### src/rtl/fsr_pkg.sv
// Shared definitions for the flash status register unit: sequencer state
// encoding, status bit positions and the reset value of the status word.
package fsr_pkg;

    // Sequencer tracking states: idle, running, suspend requested, paused.
    typedef enum logic [1:0] {
        SEQ_IDLE = 2'd0,
        SEQ_RUN  = 2'd1,
        SEQ_PEND = 2'd2,
        SEQ_HALT = 2'd3
    } seq_state_e;

    localparam int STAT_W = 8;
    localparam int ERR_N  = 4;

    // Status bit positions (fixed: software decodes them).
    localparam int SB_READY = 7;
    localparam int SB_ESUSP = 6;
    localparam int SB_EERR  = 5;
    localparam int SB_PERR  = 4;
    localparam int SB_VERR  = 3;
    localparam int SB_PSUSP = 2;
    localparam int SB_LERR  = 1;
    localparam int SB_BANK  = 0;

    // Error strobe index -> status bit position: lock, supply, program, erase.
    localparam int ERR_POS [ERR_N] = '{SB_LERR, SB_VERR, SB_PERR, SB_EERR};

    localparam logic [STAT_W-1:0] STAT_RESET = 8'h80;

endpackage

### src/rtl/fsr_seq_track.sv
// Tracks the program/erase sequencer as seen by the status word: whether an
// operation is in progress, its bank and kind, and the suspend handshake.
// Assumes the sequencer issues done only while running or waiting to pause,
// and paused only after a suspend has been requested.
module fsr_seq_track
    import fsr_pkg::*;
#(
    parameter int BANK_W = 2
) (
    input  logic              clk,
    input  logic              rst_n,
    input  logic              op_start_i,
    input  logic              op_erase_i,
    input  logic [BANK_W-1:0] op_bank_i,
    input  logic              op_done_i,
    input  logic              op_paused_i,
    input  logic              cmd_susp_i,
    input  logic              cmd_resume_i,
    output logic              ready_o,
    output logic              esusp_o,
    output logic              psusp_o,
    output logic              active_o,
    output logic [BANK_W-1:0] act_bank_o
);

    seq_state_e        state_q, state_d;
    logic              erase_q;
    logic [BANK_W-1:0] bank_q;
    logic              susp_seen;

    // Next-state selection for the suspend-aware sequencer tracker.
    always_comb begin
        state_d = state_q;
        unique case (state_q)
            SEQ_IDLE: if (op_start_i) state_d = SEQ_RUN;
            SEQ_RUN: begin
                if (op_done_i)       state_d = SEQ_IDLE;
                else if (cmd_susp_i) state_d = SEQ_PEND;
            end
            SEQ_PEND: begin
                if (op_done_i)        state_d = SEQ_IDLE;
                else if (op_paused_i) state_d = SEQ_HALT;
            end
            SEQ_HALT: if (cmd_resume_i) state_d = SEQ_RUN;
            default: state_d = SEQ_IDLE;
        endcase
    end

    // State register with synchronous reset to idle.
    always_ff @(posedge clk) begin
        if (!rst_n) state_q <= SEQ_IDLE;
        else        state_q <= state_d;
    end

    // Capture bank and kind of an operation when it is accepted from idle.
    always_ff @(posedge clk) begin
        if (!rst_n) begin
            erase_q <= 1'b0;
            bank_q  <= '0;
        end else if (state_q == SEQ_IDLE && op_start_i) begin
            erase_q <= op_erase_i;
            bank_q  <= op_bank_i;
        end
    end

    assign susp_seen  = (state_q == SEQ_PEND) || (state_q == SEQ_HALT);
    assign ready_o    = (state_q == SEQ_IDLE) || (state_q == SEQ_HALT);
    assign esusp_o    = susp_seen && erase_q;
    assign psusp_o    = susp_seen && !erase_q;
    assign active_o   = (state_q == SEQ_RUN) || (state_q == SEQ_PEND);
    assign act_bank_o = bank_q;

endmodule

### src/rtl/fsr_err_flags.sv
// Sticky error flags. Each flag is set by its one-cycle strobe and cleared by
// the shared clear command; a set in the same cycle as a clear wins.
module fsr_err_flags #(
    parameter int N = 4
) (
    input  logic         clk,
    input  logic         rst_n,
    input  logic [N-1:0] set_i,
    input  logic         clr_i,
    output logic [N-1:0] flags_o
);

    for (genvar g = 0; g < N; g++) begin : g_flag
        logic f_q;
        // One sticky flag: reset, set-over-clear priority, then hold.
        always_ff @(posedge clk) begin
            if (!rst_n)        f_q <= 1'b0;
            else if (set_i[g]) f_q <= 1'b1;
            else if (clr_i)    f_q <= 1'b0;
        end
        assign flags_o[g] = f_q;
    end

endmodule

### src/rtl/fsr_read_port.sv
// Read-side capture: detects the start of an access (both enables low after
// either was high), freezes the status word and the status/array choice,
// and drives the bus while the access is held. Assumes enables are already
// synchronous to clk.
module fsr_read_port #(
    parameter int DATA_W = 16,
    parameter int STAT_W = 8
) (
    input  logic              clk,
    input  logic              rst_n,
    input  logic              ce_n_i,
    input  logic              oe_n_i,
    input  logic [STAT_W-1:0] live_stat_i,
    input  logic              want_stat_i,
    input  logic [DATA_W-1:0] array_data_i,
    output logic [DATA_W-1:0] rd_data_o,
    output logic              hold_o,
    output logic              sel_o
);

    localparam int PAD_W = DATA_W - STAT_W;

    logic              acc, acc_q, fall;
    logic              hold_q, sel_q;
    logic [STAT_W-1:0] snap_q;

    assign acc  = !ce_n_i && !oe_n_i;
    assign fall = acc && !acc_q;

    // Remember the previous access level to find the start of an access.
    always_ff @(posedge clk) begin
        if (!rst_n) acc_q <= 1'b0;
        else        acc_q <= acc;
    end

    // Freeze status and source choice at access start; drop hold on release.
    always_ff @(posedge clk) begin
        if (!rst_n) begin
            hold_q <= 1'b0;
            sel_q  <= 1'b0;
            snap_q <= '0;
        end else if (fall) begin
            hold_q <= 1'b1;
            sel_q  <= want_stat_i;
            snap_q <= live_stat_i;
        end else if (!acc) begin
            hold_q <= 1'b0;
        end
    end

    // Bus mux: zero when idle, captured status (zero extended) or array data.
    always_comb begin
        if (!hold_q)    rd_data_o = '0;
        else if (sel_q) rd_data_o = {{PAD_W{1'b0}}, snap_q};
        else            rd_data_o = array_data_i;
    end

    assign hold_o = hold_q;
    assign sel_o  = sel_q;

endmodule

### src/rtl/fsr_unit.sv
// Flash status register unit. Combines sequencer tracking, sticky error
// flags and the read capture port into the 8-bit status word, and decides
// per access whether status or array data is returned. Assumes all strobes
// and commands are single-cycle pulses synchronous to clk.
module fsr_unit
    import fsr_pkg::*;
#(
    parameter int DATA_W = 16,
    parameter int BANKS  = 4,
    localparam int BANK_W = (BANKS > 1) ? $clog2(BANKS) : 1
) (
    input  logic              clk,
    input  logic              rst_n,
    input  logic              op_start_i,
    input  logic              op_erase_i,
    input  logic [BANK_W-1:0] op_bank_i,
    input  logic              op_done_i,
    input  logic              op_paused_i,
    input  logic [ERR_N-1:0]  err_i,
    input  logic              cmd_rdsr_i,
    input  logic              cmd_rdarr_i,
    input  logic              cmd_clr_i,
    input  logic              cmd_susp_i,
    input  logic              cmd_resume_i,
    input  logic              ce_n_i,
    input  logic              oe_n_i,
    input  logic [BANK_W-1:0] rd_bank_i,
    input  logic [DATA_W-1:0] array_data_i,
    output logic [DATA_W-1:0] rd_data_o
);

    logic              ready, esusp, psusp, active;
    logic [BANK_W-1:0] act_bank;
    logic [ERR_N-1:0]  err_q;
    logic              bank_hit;
    logic              stat_mode_q;
    logic [STAT_W-1:0] live_stat;
    logic              rd_hold, rd_sel;

    fsr_seq_track #(.BANK_W(BANK_W)) u_seq (
        .clk          (clk),
        .rst_n        (rst_n),
        .op_start_i   (op_start_i),
        .op_erase_i   (op_erase_i),
        .op_bank_i    (op_bank_i),
        .op_done_i    (op_done_i),
        .op_paused_i  (op_paused_i),
        .cmd_susp_i   (cmd_susp_i),
        .cmd_resume_i (cmd_resume_i),
        .ready_o      (ready),
        .esusp_o      (esusp),
        .psusp_o      (psusp),
        .active_o     (active),
        .act_bank_o   (act_bank)
    );

    fsr_err_flags #(.N(ERR_N)) u_err (
        .clk     (clk),
        .rst_n   (rst_n),
        .set_i   (err_i),
        .clr_i   (cmd_clr_i),
        .flags_o (err_q)
    );

    // bank busy for the bank addressed by this read.
    assign bank_hit = active && (act_bank == rd_bank_i);

    // Assemble the live status word from device-owned and sticky bits.
    always_comb begin
        live_stat           = '0;
        live_stat[SB_READY] = ready;
        live_stat[SB_ESUSP] = esusp;
        live_stat[SB_PSUSP] = psusp;
        live_stat[SB_BANK]  = bank_hit;
        for (int i = 0; i < ERR_N; i++) begin
            live_stat[ERR_POS[i]] = err_q[i];
        end
    end

    // status mode entered by status-read, left by array-read.
    always_ff @(posedge clk) begin
        if (!rst_n)           stat_mode_q <= 1'b0;
        else if (cmd_rdsr_i)  stat_mode_q <= 1'b1;
        else if (cmd_rdarr_i) stat_mode_q <= 1'b0;
    end

    fsr_read_port #(.DATA_W(DATA_W), .STAT_W(STAT_W)) u_rd (
        .clk          (clk),
        .rst_n        (rst_n),
        .ce_n_i       (ce_n_i),
        .oe_n_i       (oe_n_i),
        .live_stat_i  (live_stat),
        .want_stat_i  (stat_mode_q || bank_hit),
        .array_data_i (array_data_i),
        .rd_data_o    (rd_data_o),
        .hold_o       (rd_hold),
        .sel_o        (rd_sel)
    );

endmodule

### config.mk
export PLATFORM = sky130hd
export DESIGN_NAME = fsr_unit
export DESIGN_NICKNAME = d
export VERILOG_FILES = /design/src/rtl/fsr_pkg.sv /design/src/rtl/fsr_seq_track.sv /design/src/rtl/fsr_err_flags.sv /design/src/rtl/fsr_read_port.sv /design/src/rtl/fsr_unit.sv
export SDC_FILE = /design/constraint.sdc
export NUM_CORES = 1
export LEC_CHECK = 0
export BUFFER_PORTS_ARGS = -buffer_cell sky130_fd_sc_hd__clkbuf_2
export CAP_MARGIN = 20
export CORE_MARGIN = 10
export CORE_UTILIZATION = 43
export CTS_BUF_LIST = sky130_fd_sc_hd__clkbuf_4 sky130_fd_sc_hd__clkbuf_8
export DETAILED_ROUTE_END_ITERATION = 8
export GPL_TIMING_DRIVEN = 1
export PLACE_DENSITY = 0.78
export REMOVE_ABC_BUFFERS = 1
export SETUP_SLACK_MARGIN = 0.5
export SLEW_MARGIN = 20
export SYNTH_ARGS = -nofsm -noshare
export SYNTH_HDL_FRONTEND = slang
export SYNTH_SLANG_ARGS = --single-unit
export TNS_END_PERCENT = 1
### constraint.sdc
create_clock -name clk -period 1.41 [get_ports clk]
set_input_delay 0.282 -clock clk [delete_from_list [all_inputs] [get_ports clk]]
set_output_delay 0.282 -clock clk [all_outputs]
set_load 0.01 [all_outputs]
---- Yosys cells after proc, flatten, opt, wreduce, memory -nomap -nowiden ----
Cells that the tools add are included.
operators by class
  eq/ne operators ......................... 9
  multiplexer cells ....................... 18
  reductions and logical operators ........ 21
operator list
  operator              number
  $mux W16              2
  $mux W2               6
  $reduce_bool A2 Y1    5
  $mux W1               9
  $pmux W2 S4           1
  $logic_and A1 B1 Y1   6
  $ne A2 B2 Y1 const B  3
  $ne A3 B3 Y1 const B  2
  $eq A2 B2 Y1 const B  2
  $logic_not A1 Y1      4
  $logic_or A1 B1 Y1    4
  $reduce_and A4 Y1     1
  $eq A2 B1 Y1 const B  1
  $eq A2 B2 Y1          1
  $logic_not A2 Y1      1
word-level totals
  register bits after elaboration ......... 21
  bits of input ports ..................... 37
  output and inout port bits .............. 16
  logic and storage cells ................. 60

---- Logic depth before layout (Yosys ltp) ----
Gate-level depths: netlist of run 1.
  word-level depth ........................ 4
  gate-level depth with buffers ........... 6
  depth with buffers taken out ............ 6

---- Modules after synthesis ----
From an unflattened synthesis of run 1, not the netlist that was laid out.
unflattened totals
  cell total of the unflattened synthesis .. 135
  area total of the unflattened synthesis .. 1184.9 µm²
by module, submodules not included
  module         instances  cells each  area each (µm²)  seq. area each (µm²)
  fsr_read_port  1          71          618.1            220.2
  fsr_seq_track  1          41          334.1            100.1
  fsr_err_flags  1          16          165.2            80.1
  fsr_unit       1          7           67.6             20.0

---- Least setup slack after synthesis of run 1 ----
No wires, ideal clock.
  path type ............................... flip-flop to flip-flop
  from .................................... register u_seq.state_q[0]
  to ...................................... register u_seq.state_q[0]
  library setup time ...................... 0.072 ns
  data arrival time ....................... 1.347 ns
  required time ........................... 1.338 ns
  path slack .............................. -0.009 ns
  stages on the path, launching flop included .. 7
  path buffers ............................ 0
  clock period less this slack ............ 1.419 ns
  cell sequence ........................... dfxtp_1 inv_1 ha_1 nand2b_1 a21oi_1 a221oi_1 mux2i_1
on the way
  longest elaborated chain between the ends .. 3
  elaborated cells on any way between the ends .. 10
  those cells by class .................... eq/ne (7); mux (1); reduce/logical (2)
RTL lines
  element                                                 line                 source
  start, declared                                         fsr_seq_track.sv:26  seq_state_e state_q, state_d;
  start signal, assigned                                  fsr_seq_track.sv:52  else state_q <= state_d;
  $eq A2 B1 Y1, or another cell as far along              fsr_seq_track.sv:34  unique case (state_q)
  $ne A3 B3 Y1 (no line) or $ne A2 B2 Y1 (tied branches)  --
  $reduce_and A4 Y1 (no line)                             --
Parallel ways exist; a longest one is shown, timed or not.
A chain may end at the register's enable or synchronous reset.

---- Worst setup path in the final report of run 1 ----
  from .................................... register u_rd.sel_q (netlist: u_rd.sel_o)
  to ...................................... output port rd_data_o[11]
on the way
  longest elaborated chain between the ends .. 2
RTL lines
  element                 line                 source
  start, declared         fsr_read_port.sv:24  logic hold_q, sel_q;
  start signal, assigned  fsr_read_port.sv:44  sel_q <= want_stat_i;
  $mux W16                fsr_read_port.sv:54  else if (sel_q) rd_data_o = {{PAD_W{1'b0}}, snap_q};
  $mux W16                fsr_read_port.sv:53  if (!hold_q) rd_data_o = '0;
  end, declared           fsr_unit.sv:29       output logic [DATA_W-1:0] rd_data_o
No other way between the ends.

==> summary.txt, run 1 <==
Finish
  – Layout Area Growth over Synthesis: 55.2%
  – Fin cells: 216
  – Layout fillers: 202
  – Antenna Cells: 0
  – Net count, final: 230
  – Final core occ: 69.8%
  – Final Instance Area: 1710 um^2
  – Share of layout cells above drive strength 1: 54.3%

Clock network
  – Longest Clk Path Bufs: 2
  – Clock root cell: clkbuf_4
  – H-tree depth: 1
  – Clk_lat worst skew: 0.29 ns
  – Clock slew at reported path FFs: 0.11 ns
  – Hold buffer count at CTS: 0
  – CTS Buf Count: 3
  – Sink Count: 21
  – CTS tree: done

Floorplanning
  – Initial core utilization: 45.0%
  – Cell row count: 18
  – Core box area: 2450 um^2
  – Die height: 70.7 um
  – I/O pin count: 53
  – DIE AREA: 4990 um^2
  – Die extent in x: 70.7 um

Yosys
  – Count leader, synth: dfxtp_1
  – Synth area leaders: dfxtp_1 38%, mux2i_1 10%, a21boi_0 6.8%
  – Post-synth top cells: 21 x dfxtp_1, 19 x nand2_1, 11 x mux2i_1, 11 x nor2_1, 10 x a21boi_0
  – Mapped Area: 1100 um^2
  – Synthesis-stage register bit count: 21
  – Synth Flop Type: dfxtp_1
  – Gate Count Post-Synth: 127
  – Post-synth EDFFs: 0
  – Post-synth cell types: 27
  – Post-synth top area share: 38.1%
  – FFs w/ async S/R, synth: 0%
  – Seq/Total Area, Yosys: 38.1%
  – Synth Warn #: 0
  – Yosys top cell by area: dfxtp_1
  – Mapped Avg Cell Area: 8.69 um^2

Status
  – Failing checks: setup timing
  – Status: complete, but fails checks

Timing
  – Hold Slack: 0.186 ns
  – Final setup fails: 16
  – Clock Skews: 0.00107 ns
  – PnR worst setup slack: -0.0935 ns
  – Tmin final: 1.50 ns
  – Final max-slew violation count: 0
  – RSZ-0062 raised after global routing: true
  – Final Hold Vio Count: 0
  – Crit share post-route: 107%
  – Worst slew margin: 77.9%
  – Max Fclk: 0.665 GHz
  – Slew @ Worst Pin: 0.329 ns

Drt
  – Post-DR wirelength/cell: 15.6 um
  – Via Count: 1085
  – Iteration-0 DRC count of the detailed router: 38
  – TritonRoute pass-1 iters: 4
  – Remaining routing DRC violations: 0
  – Final WL: 3370 um
  – Mean number of vias per cell: 5.02
  – Routed Antenna Nets: 0

Global route
  – Vias in the first global route: 1122
  – GRT Total Usage: 12.2%
  – First-pass GRT wire length: 5140 um
  – Largest net degree at the start of global routing: 17
  – GR Overflow Total: 0
  – Initial antenna violation count: 0

Power and ir drop
  – Sequential power share: 48.1%
  – Clk network pwr share: 21.4%
  – Leakage: 0.755 nW
  – Pint: 989 uW
  – Power Total: 1.40 mW
  – Maximum vdd drop: 0.000659 V
  – Switching share of power: 29.6%
  – Pwr dens: 820 nW/um^2
  – Net Switching: 415 uW
  – Logic gate share of total power: 30.5%

Worst setup path
  – Crit end category: output port
  – Critical Path Start Type: flop
  – R2r setup slk: 0.05 ns
  – Slowest cell delay on critical path: 0.38 ns
  – CP max-delay cell: dfxtp_4
  – Worst Path Arrival: 1.22 ns
  – Critical path type: flop to output port
  – Worst-path maximum fanout: 8
  – CP Cell Sequence: buf_6, nor2_4, and2_1, buf_2
  – CP required: 1.13 ns

Placement
  – Placed insts: 210
  – PortBufs: 52
  – Post-DP Area: 1430 um^2
  – Final Wtd Congestion: 0.789
  – Detailed Place HPWL: 2570 um

Flow run
  – Max Cap Viol: 0

Hold path
  – Hold crit path type: input port to flop
## power groups by stage
stage / clock, mW / sequential [mW] / combinational [mW]
3_5_place_dp: 0 / 0.674 / 0.293
3_3_place_gp: 0 / 0.670 / 0.274
2_1_floorplan: 0 / 0.669 / 0.158
6_report: 0.300 / 0.675 / 0.429
5_1_grt: 0.327 / 0.681 / 0.458
4_1_cts: 0.306 / 0.670 / 0.357
## layout by cell type (no fill, tap or decap), types with 3 or more instances in the layout
| master | count |
|---|---|
| dfxtp_1 | 17 |
| buf_6 | 8 |
| clkbuf_4 | 4 |
| nand2_1 | 11 |
| nand2_2 | 7 |
| ha_4 | 3 |
| o21a_1 | 5 |
| nor2_1 | 9 |
| and2_4 | 5 |
| buf_2 | 4 |
| a21boi_1 | 6 |
| dfxtp_4 | 3 |
| clkbuf_2 | 43 |
| buf_4 | 3 |
| nor2b_1 | 6 |
| nand3_1 | 3 |
| mux2i_1 | 10 |
| and2_1 | 3 |
## repair_timing
| action | CTS | global route |
|---|---|---|
| cloned | 0 | 0 |
| gates resized for setup | 39 | 38 |
| setup buffers | 2 | 0 |
| pin swaps | 28 | 22 |
| endpoints found under the setup margin | 30 | 30 |
## flip-flops by register name (all words and copies together) (netlist names)
| name | cells |
|---|---|
| u_rd.sel_o | 1 |
| u_seq.erase_q | 1 |
| u_rd.snap_q | 8 |
| stat_mode_q | 1 |
| u_rd.acc_q | 1 |
| u_seq.act_bank_o | 2 |
| u_err.g_flag.f_q | 4 |
| u_rd.hold_o | 1 |
| u_seq.state_q | 2 |
## path summary, 6_finish.rpt
kind,end,cells after the start,startpoint
setup / recovery,rd_data_o[11],4,u_rd.sel_o$_SDFFE_PN0P_
hold / removal,u_rd.acc_q$_SDFF_PN0_,2,oe_n_i
setup reg to reg,u_seq.state_q[0]$_SDFFE_PN0P_,6,u_seq.state_q[0]$_SDFFE_PN0P_
hold reg to reg,u_rd.snap_q[0]$_SDFFE_PN0P_,2,u_rd.snap_q[0]$_SDFFE_PN0P_
## metrics by stage
| stage | setup WS [ns] | TNS (ns) |
|---|---|---|
| floorplan | -0.00886 | -0.0177 |
| global placement | -0.0501 | -0.0991 |
| detailed placement | -0.281 | -0.505 |
| CTS | -0.0850 | -0.897 |
| global route | -0.194 | -2.19 |
| finish | -0.0935 | -0.982 |
## cell families after synthesis
logic type               Yosys count  share of synthesized area, %
multiplexers                      11                          9.98
flip-flops                        21                          38.1
XOR/XNOR                           2                          1.59
AO/OA/AOI/OAI                     23                          14.7
AND/OR/NAND/NOR                   55                          24.9
buffers and inverters              9                          3.85
adder cells (fa/ha/maj)            6                          6.80
## worst max-delay path: cells and delay by family, from the launching register on
kind | cells | cell delay, ns
buffers and inverters | 2 | 0.25
DFF | 1 | 0.38
and+or+nand+nor | 2 | 0.31
## final cells by class
| cell class | count | area, um^2 | share of cell area [%] |
|---|---|---|---|
| clock buffer | 4 | 30.0 | 1.75 |
| timing repair buffer | 59 | 368 | 21.5 |
| tap | 30 | 37.5 | 2.19 |
| multi-input combinational | 97 | 817 | 47.7 |
| inverter | 5 | 27.5 | 1.61 |
| sequential | 21 | 433 | 25.3 |
## metal layers
layer | global-route usage (%) | vias up | part of all wire (%)
met1 | 11.4 | 498 | 35
li1 | - | 541 | -
met5 | 0 | - | 0
met2 | 24.1 | 40 | 55
met4 | 2.58 | 0 | 1.5
met3 | 5.16 | 6 | 8.0
Note: power is estimated with default switching activity, not from simulation.
==> inputs of run 2 (changes only) <==
CORE_UTILIZATION = 47   (was 43)
PLACE_DENSITY = 0.81   (was 0.78)
clock period = 1.7 ns   (was 1.41 ns; I/O delays follow)
==> summary.txt, run 2 (synthesized netlist as in run 1, its figures left out) <==
Finish
  – Antenna Cells: 0
  – Flip-flop count of the largest register after layout: 8
  – Layout fillers: 202
  – Multi-input logic area: 658 um^2
  – Net count, final: 227
  – Share of layout cells above drive strength 1: 36.6%
  – Biggest register: u_rd.snap_q
  – FF+latch area: 424 um^2
  – Final Instance Area: 1460 um^2
  – Layout Area Growth over Synthesis: 32.4%
  – Biggest regs: u_rd.snap_q x8, u_err.g_flag.f_q x4
  – Most frequent cells in the layout: 52 x clkbuf_2, 20 x dfxtp_1, 19 x nand2_1
  – Commonest non-fill, non-tap cell in the layout: clkbuf_2

Floorplanning
  – Cell row count: 17
  – Die height: 68.5 um
  – Die extent in x: 68.5 um
  – I/O pin count: 53
  – Initial core utilization: 49.4%
  – Core box area: 2230 um^2
  – DIE AREA: 4690 um^2

Timing
  – Final max-slew violation count: 0
  – Crit share post-route: 92.5%
  – RSZ-0062 raised after global routing: true
  – Final setup fails: 0
  – Slew @ Worst Pin: 0.384 ns
  – Setup tns final: 0 ns
  – Worst slew margin: 74.4%
  – Hold Slack: 0.240 ns
  – Clock Skews: 0.00314 ns
  – PnR worst setup slack: 0.127 ns
  – Final Hold Vio Count: 0
  – Max Fclk: 0.636 GHz
  – Tmin final: 1.57 ns

Worst setup path
  – Critical path type: flop to output port
  – Crit end category: output port
  – Crit path to: rd_data_o[3]
  – Worst r2r src: u_seq.state_q[0]$_SDFFE_PN0P_
  – Worst Path Arrival: 1.23 ns
  – Worst-path maximum fanout: 6
  – Critical Path Start Type: flop
  – R2r setup slk: 0.22 ns
  – CP Launch Point: u_rd.sel_o$_SDFFE_PN0P_
  – R2R cell count: 6
  – CP required: 1.36 ns
  – Worst r2r dst: u_seq.state_q[1]$_SDFFE_PN0P_

Global route
  – Largest net degree at the start of global routing: 23
  – First-pass GRT wire length: 4480 um
  – Vias in the first global route: 1084
  – GR Overflow Total: 0
  – Initial antenna violation count: 0
  – GRT Total Usage: 12.2%

Status
  – Status: completed

Power and ir drop
  – Pwr dens: 700 nW/um^2
  – Leakage: 0.682 nW
  – Maximum vdd drop: 0.000758 V

Drt
  – Via Count: 1063
  – Post-DR wirelength/cell: 13.9 um
  – Remaining routing DRC violations: 0
  – Iteration-0 DRC count of the detailed router: 22
  – Final WL: 2940 um
  – Mean number of vias per cell: 5.04
  – TritonRoute pass-1 iters: 4
  – Routed Antenna Nets: 0

Placement
  – Setup WS pre-CTS: 0.121 ns
  – Detailed Place HPWL: 2460 um
  – Post-DP Area: 1400 um^2
  – Final Wtd Congestion: 0.824
  – PortBufs: 52

Clock network
  – CTS Buf Count: 3
  – Longest Clk Path Bufs: 2
  – H-tree depth: 1
  – Hold buffer count at CTS: 0
  – Sink Count: 21
  – Clock slew at reported path FFs: 0.11 ns
  – Clock root cell: clkbuf_4
  – Clk_lat worst skew: 0.30 ns
  – CTS tree: done

Hold path
  – Hold crit path type: input port to flop

Flow run
  – Max Cap Viol: 0
==> run 2: changes by cell type in the layout (fill, tap and decap cells not counted), moves of 3 or more <==
cell,change
buf_6,-8
and2_1,+5
ha_4,-3
a21boi_0,+8
nand2_1,+8
and2_4,-5
a21boi_1,-6
nand2_2,-7
clkbuf_2,+9
buf_2,-4
dfxtp_1,+3
ha_1,+5
==> run 2: metal layers <==
metal	part of all wire, %	GRT usage (%)	up-vias
li1	-	-	539
met2	52	24.1	39
met3	11	3.92	6
met5	0	0	-
met4	1.1	4.27	0
met1	36	11.2	479
==> run 2: critical path, cell delays in order (launching register included) <==
cell      delay (ns)
dfxtp_4         0.40
buf_8           0.13
mux2i_2         0.22
nor2_1          0.06
clkbuf_2        0.13
==> run 2: worst min path at each step <==
stage,start,endpoint,depth (start not counted)
after floorplan,oe_n_i,u_rd.acc_q$_SDFF_PN0_,1
after global placement,u_err.g_flag[1].f_q$_SDFFE_PN0P_,u_rd.snap_q[3]$_SDFFE_PN0P_,2
after detailed placement,u_rd.snap_q[6]$_SDFFE_PN0P_,u_rd.snap_q[6]$_SDFFE_PN0P_,2
after CTS,err_i[0],u_err.g_flag[0].f_q$_SDFFE_PN0P_,2
after global routing,err_i[2],u_err.g_flag[2].f_q$_SDFFE_PN0P_,2
final,err_i[0],u_err.g_flag[0].f_q$_SDFFE_PN0P_,2
==> run 2: final cells by class <==
| class | count | area share (%) |
|---|---|---|
| multi-input combinational | 97 | 45.0 |
| sequential | 21 | 29.0 |
| timing repair buffer | 56 | 20.4 |
| tap | 28 | 2.40 |
| clock buffer | 3 | 1.54 |
| inverter | 5 | 1.28 |
| clock inverter | 1 | 0.342 |
==> run 2: timing repair <==
item | 4_1_cts | 5_1_grt
setup endpoints to repair | 26 | 26
setup buffers | 1 | 0
gates resized for setup | 6 | 3
pin swaps | 1 | 1
==> run 2: power by group <==
| group | internal, mW | leakage, nW | switching (mW) |
|---|---|---|---|
| Clock | 0.0876 | 0.0177 | 0.147 |
| Combinational | 0.121 | 0.491 | 0.120 |
| Sequential | 0.522 | 0.173 | 0.0250 |
| Total | 0.730 | 0.682 | 0.293 |
==> run 2: through the flow <==
step | utilization (%) | cells | total power, mW
floorplan | - | 123 | 0.686
global placement | 62.6 | 206 | 0.772
detailed placement | 62.6 | 206 | 0.786
CTS | 65.1 | 211 | 1.03
global route | 65.4 | 211 | 1.09
finish | 65.4 | 211 | 1.02
